===== config.mk =====
export PLATFORM = sky130hd
export DESIGN_NAME = dsig_iq_tx
export DESIGN_NICKNAME = d
export VERILOG_FILES = /design/src/rtl/dsig_pkg.sv /design/src/rtl/dsig_phase_gen.sv /design/src/rtl/dsig_dsm2.sv /design/src/rtl/dsig_interleave.sv /design/src/rtl/dsig_iq_tx.sv
export SDC_FILE = /design/constraint.sdc
export NUM_CORES = 1
export LEC_CHECK = 0
export BUFFER_PORTS_ARGS = -buffer_cell sky130_fd_sc_hd__buf_4
export CELL_PAD_IN_SITES_DETAIL_PLACEMENT = 1
export CELL_PAD_IN_SITES_GLOBAL_PLACEMENT = 2
export CORE_UTILIZATION = 31
export DETAILED_ROUTE_END_ITERATION = 16
export PLACE_DENSITY_LB_ADDON = 0.1
export SYNTH_ARGS = -nofsm -noshare
export SYNTH_HDL_FRONTEND = slang
export SYNTH_SLANG_ARGS = --single-unit

===== constraint.sdc =====
create_clock -name clk_i -period 11.2 [get_ports clk_i]
set_input_delay 0.56 -clock clk_i [delete_from_list [all_inputs] [get_ports clk_i]]
set_output_delay 0.56 -clock clk_i [all_outputs]
set_load 0.05 [all_outputs]

===== src/rtl/dsig_pkg.sv =====
package dsig_pkg;
  typedef enum logic [1:0] {
    PH_I  = 2'd0,
    PH_Q  = 2'd1,
    PH_NI = 2'd2,
    PH_NQ = 2'd3
  } phase_e;
endpackage


===== src/rtl/dsig_phase_gen.sv =====
module dsig_phase_gen
  import dsig_pkg::*;
#(
  parameter int N = 4
) (
  input  logic   clk_i,
  input  logic   rst_ni,
  input  logic   en_i,
  output phase_e ph_o,
  output logic   upd_o
);
  localparam int CW = (N > 1) ? $clog2(N) : 1;
  localparam logic [CW-1:0] CMAX = CW'(N - 1);

  phase_e        ph_q;
  logic [CW-1:0] cyc_q;

  always_ff @(posedge clk_i or negedge rst_ni) begin
    if (!rst_ni) begin
      ph_q  <= PH_I;
      cyc_q <= '0;
    end else if (en_i) begin
      ph_q <= phase_e'(ph_q + 2'd1);
      if (ph_q == PH_NQ) cyc_q <= (cyc_q == CMAX) ? '0 : cyc_q + 1'b1;
    end
  end

  assign ph_o  = ph_q;
  assign upd_o = en_i && (ph_q == PH_NQ) && (cyc_q == CMAX);

  // rotation advances one step per enabled cycle
  a_r3_phase_step: assert property (@(posedge clk_i) disable iff (!rst_ni)
    en_i |=> (ph_q == phase_e'($past(ph_q) + 2'd1)));
  // nothing moves while disabled
  a_r5_phase_stall: assert property (@(posedge clk_i) disable iff (!rst_ni)
    !en_i |=> ($stable(ph_q) && $stable(cyc_q)));
  // carrier count stays in range
  a_r4_cyc_range: assert property (@(posedge clk_i) disable iff (!rst_ni)
    cyc_q <= CMAX);
endmodule


===== src/rtl/dsig_dsm2.sv =====
module dsig_dsm2 #(
  parameter int DW = 16,
  parameter int SW = 24
) (
  input  logic          clk_i,
  input  logic          rst_ni,
  input  logic          upd_i,
  input  logic          valid_i,
  input  logic [DW-1:0] x_i,
  output logic          y_o
);
  localparam int FS = 1 << (DW - 1);
  localparam logic signed [SW-1:0] FS_S  = SW'(FS);
  localparam logic signed [SW-1:0] LIM_S = SW'(4 * FS);
  localparam logic signed [SW-1:0] EB_S  = SW'(5 * FS);

  logic [DW-1:0]          held_q;
  logic [DW-1:0]          x_sel;
  logic signed [SW-1:0]   e1_q, e2_q;
  logic signed [SW-1:0]   xe, w_raw, w, e_new;
  logic                   y_q, y_new;

  always_comb begin
    x_sel = valid_i ? x_i : held_q;
    xe    = {{(SW-DW){x_sel[DW-1]}}, x_sel};
    // noise transfer (1 - z^-1)^2 via error feedback
    w_raw = xe - (e1_q <<< 1) + e2_q;
    if (w_raw > LIM_S)       w = LIM_S;
    else if (w_raw < -LIM_S) w = -LIM_S;
    else                     w = w_raw;
    y_new = (w >= 0);
    e_new = (y_new ? FS_S : -FS_S) - w;
  end

  always_ff @(posedge clk_i or negedge rst_ni) begin
    if (!rst_ni) begin
      held_q <= '0;
      e1_q   <= '0;
      e2_q   <= '0;
      y_q    <= 1'b0;
    end else if (upd_i) begin
      held_q <= x_sel;
      e1_q   <= e_new;
      e2_q   <= e1_q;
      y_q    <= y_new;
    end
  end

  assign y_o = y_q;

  // error state bounded by saturation
  a_r9_err_bound: assert property (@(posedge clk_i) disable iff (!rst_ni)
    (e1_q <= EB_S) && (e1_q >= -EB_S));
  // output bit changes only at an update
  a_r4_upd_only: assert property (@(posedge clk_i) disable iff (!rst_ni)
    !upd_i |=> $stable(y_q));
  // held sample kept when no valid at the boundary
  a_r6_hold: assert property (@(posedge clk_i) disable iff (!rst_ni)
    (upd_i && !valid_i) |=> $stable(held_q));
endmodule


===== src/rtl/dsig_interleave.sv =====
module dsig_interleave
  import dsig_pkg::*;
(
  input  phase_e ph_i,
  input  logic   yi_i,
  input  logic   yq_i,
  output logic   bit_o
);
  always_comb begin
    unique case (ph_i)
      PH_I:    bit_o = yi_i;
      PH_Q:    bit_o = yq_i;
      PH_NI:   bit_o = ~yi_i;
      default: bit_o = ~yq_i;
    endcase
  end
endmodule


===== src/rtl/dsig_iq_tx.sv =====
module dsig_iq_tx
  import dsig_pkg::*;
#(
  parameter int N  = 4,
  parameter int DW = 16,
  parameter int SW = 24
) (
  input  logic          clk_i,
  input  logic          rst_ni,
  input  logic          en_i,
  input  logic          valid_i,
  input  logic [DW-1:0] i_i,
  input  logic [DW-1:0] q_i,
  output logic          bit_o
);
  localparam int RAILS = 2;

  phase_e          ph;
  logic            upd;
  logic [DW-1:0]   x_rail [RAILS];
  logic [RAILS-1:0] y_rail;

  assign x_rail[0] = i_i;
  assign x_rail[1] = q_i;

  dsig_phase_gen #(.N(N)) u_phase (
    .clk_i (clk_i),
    .rst_ni(rst_ni),
    .en_i  (en_i),
    .ph_o  (ph),
    .upd_o (upd)
  );

  for (genvar r = 0; r < RAILS; r++) begin : g_rail
    dsig_dsm2 #(.DW(DW), .SW(SW)) u_dsm (
      .clk_i  (clk_i),
      .rst_ni (rst_ni),
      .upd_i  (upd),
      .valid_i(valid_i),
      .x_i    (x_rail[r]),
      .y_o    (y_rail[r])
    );
  end

  dsig_interleave u_mux (
    .ph_i (ph),
    .yi_i (y_rail[0]),
    .yq_i (y_rail[1]),
    .bit_o(bit_o)
  );

  // output frozen while disabled
  a_r5_out_hold: assert property (@(posedge clk_i) disable iff (!rst_ni)
    !en_i |=> $stable(bit_o));
  // inverted I phase follows Q phase
  a_r3_inv_follow: assert property (@(posedge clk_i) disable iff (!rst_ni)
    (en_i && ph == PH_Q) |=> (bit_o == !y_rail[0]));
endmodule


==> impl_metrics.yaml <==
cts:
  tritoncts: "built"
  clk_latency_ns: 0.45
  clk_pin_slew_ns: 0.06
  cts_setup_buffers: 0
  ctsHtreeMaxLevel: 4
  cts_root_buf: "clkbuf_16"
  clock-sinks: 134
  numCtsBuffers: 17
  cts_resized: 0
  clock_path_buffers: 2
  ctsHoldBuffers: 0
detailed_routing:
  dr.pass1.iters: 5
  met2_length_mm: 14.3
  vias: 9346
  wl_per_cell_um: 17.3
  vias_per_cell: 5.10
  drtIter0Drc: 351
  route.final.wire_length_mm: 31.8
  wirelength_met1_mm: 16.5
  ant_nets: 0
  dr_wl_met3_um: 602
  top_layer_used: "met4"
  drc: 0
grt:
  grt_pass1_vias: 9612
  grt_max_degree: 80
  antenna_found_initial: 0
  grt_util_all_layers_pct: 18.4
  grt_pass1_wl_mm: 53.0
  gr-total-overflow: 0
finish:
  seqCellArea_um2: 3350
  layout_commonest_cell: "nand2_1"
  final_core_util_pct: 35.3
  area_delta_synth_final_pct: 11.8
  layout.nets: 1507
  insertedDiodeCount: 0
  layout-drive-gt1-share_pct: 9.26
  multiInputGateArea_um2: 7060
  fill_cells: 4261
  final_cell_mix: "nand2_1 (214), inv_1 (157), o21ai_0 (143), dfrtp_1 (134), a21oi_1 (76)"
synthesis:
  ys_seq_elements: 134
  synthCells: 1348
  synth-xor-area-share_pct: 4.28
  synthAdderAreaFrac_pct: 15.6
  muxShareOfSynthArea_pct: 3.72
  synth_top_flop_cell: "dfrtp_1"
  synth_compound_area_share_pct: 21.0
  synth-simple-area-share_pct: 18.2
  synthArstFlopShare_pct: 100
  synth-edff-count: 0
  yosysWarningCount: 0
  synth_top_family_by_area: "compound AO/OA/AOI/OAI gates"
  yosys-top-cells-area: "dfrtp_1 (30%), fa_1 (7.9%), ha_1 (7.7%), nand2_1 (7.2%), o21ai_0 (6.4%)"
  synth_top_cell_by_area: "dfrtp_1"
  syn-cell-area_um2: 11200
  yosysTopAreaCellShare_pct: 29.9
  ys_types: 95
  postSynthAreaPerCell_um2: 8.32
  yosysSeqAreaShare_pct: 29.9
  synth_nets: 1497
placed_design:
  port_buffers: 36
  hpwl_mm: 24.0
  gp_congestion: 0.809
setup_path:
  start_kind: "input pin"
  cp_data_arrival_time_ns: 7.20
  cp_max_fo: 32
  path_class: "input pin to flip-flop"
  worstPathCellList: "buf_4, mux2i_1, fa_1, inv_1, ha_1, o211ai_1, o21ba_2, a21oi_1, o21ai_1, o21ai_0, xor2_1, nand4_1, or3_1, ha_1, inv_1, and3_2, nand2_1, ha_1, nand2_1, a41oi_1, a211oi_2, or3b_2, and3_1, o31ai_1"
  crit_path_top_delay_cell: "fa_1"
  cp-end-kind: "flip-flop"
  critPathMaxStageDelay_ns: 0.53
  critical_path.most_common_cell: "ha_1"
  worstPathRequired_ns: 11.53
die:
  core_um2: 35600
  dieArea_um2: 36900
  fp.dieH_um: 192
  start_util_pct: 31.5
  die_w_um: 192
  num_rows: 69
  pin_count: 37
sta:
  drv_slew: 0
  worstMarginPinSlew_ns: 0.841
  fin_crit_ns: 6.87
  slew_headroom_pct: 43.9
  finalSetupViolations: 0
  period_share_pct: 61.3
  finClkSkew_ns: 0.0119
  finalHoldViolations: 0
  tns_ns: 0
  fmax_mhz: 146
  grt_setup_unrepaired: "no"
status:
  status: "finished clean"
flow_run:
  cap_viol_max_count: 0
worst_hold_path:
  min_path_type: "input pin to async pin"
state kept, by name, indices dropped and copies added, names as in the netlist:
name	cells
g_rail.u_dsm.held_q	32
g_rail.u_dsm.e2_q	48
u_phase.ph_o	2
g_rail.u_dsm.y_o	2
u_phase.cyc_q	2
g_rail.u_dsm.e1_q	48
worst paths after layout:
kind                                                start                        end  slack [ns]  depth (start not counted)
worst max-delay path                              valid_i   g_rail[1].u_dsm.e1_q[21]        4.33                         24
worst min-delay path                               rst_ni  g_rail[1].u_dsm.held_q[6]        0.17                          1
worst max register to register  g_rail[1].u_dsm.held_q[8]   g_rail[1].u_dsm.e1_q[21]        4.82                         23
worst min register to register  g_rail[1].u_dsm.held_q[0]  g_rail[1].u_dsm.held_q[0]        0.47                          2
max in group asynchronous                          rst_ni   g_rail[0].u_dsm.e2_q[21]        9.68                          2
min in group clk_i                                   en_i            u_phase.ph_o[0]        0.35                          2
cell type report:
| cell class | instances | share of cell area, % |
|---|---|---|
| timing repair buffer | 45 | 2.72 |
| clock inverter | 15 | 1.56 |
| sequential | 134 | 26.7 |
| tap | 461 | 4.60 |
| clock buffer | 17 | 3.39 |
| inverter | 158 | 4.73 |
| multi-input combinational | 1002 | 56.3 |
synthesized netlist by cell type, types with 14 or more instances:
master	count
a21o_1	23
a21oi_1	77
clkbuf_1	45
dfrtp_1	134
fa_1	44
ha_1	69
inv_1	157
mux2i_1	36
nand2_1	214
nand2b_1	14
nand3_1	28
nand4_1	15
nor2_1	50
nor3_1	22
o211ai_1	15
o21ai_0	143
o31ai_1	17
xnor2_1	30
xor2_1	23
critical path: cells and delay by family:
kind	cells	cell delay (ns)
compound gates	8	1.86
simple gates	7	1.70
fa+ha+maj	4	1.67
buf+inv	3	0.72
xor+xnor	1	0.37
mux	1	0.23
kinds of logic (layout without fill, tap and decap cells):
kind of cell	after synthesis	in the layout
buffers and inverters	212	235
AO/OA/AOI/OAI	373	373
flip-flops	134	134
XOR/XNOR	54	54
multiplexers	41	41
AND/OR/NAND/NOR	421	421
adder cells (fa/ha/maj)	113	113
per-layer routing:
| metal | global-route usage (%) | up-vias |
|---|---|---|
| met1 | 26.6 | 4574 |
| met4 | 4.54 | 0 |
| met2 | 28.8 | 71 |
| met5 | 0 | - |
| li1 | - | 4684 |
| met3 | 2.43 | 17 |
stage by stage:
| stage | instance area (um^2) | cells | hold WS [ns] | setup slack [ns] |
|---|---|---|---|---|
| after floorplan | 11200 | 1348 | 0.264 | 4.56 |
| after global placement | 11900 | 1800 | 0.455 | 4.04 |
| after detailed placement | 11900 | 1800 | 0.465 | 3.86 |
| after CTS | 12500 | 1832 | 0.187 | 4.30 |
| after global routing | 12500 | 1832 | 0.218 | 3.79 |
| final | 12500 | 1832 | 0.167 | 4.33 |
Power is left out: the tool's default activity adds up to more than one toggle a clock period on the data nets, which glitch-free logic cannot reach.
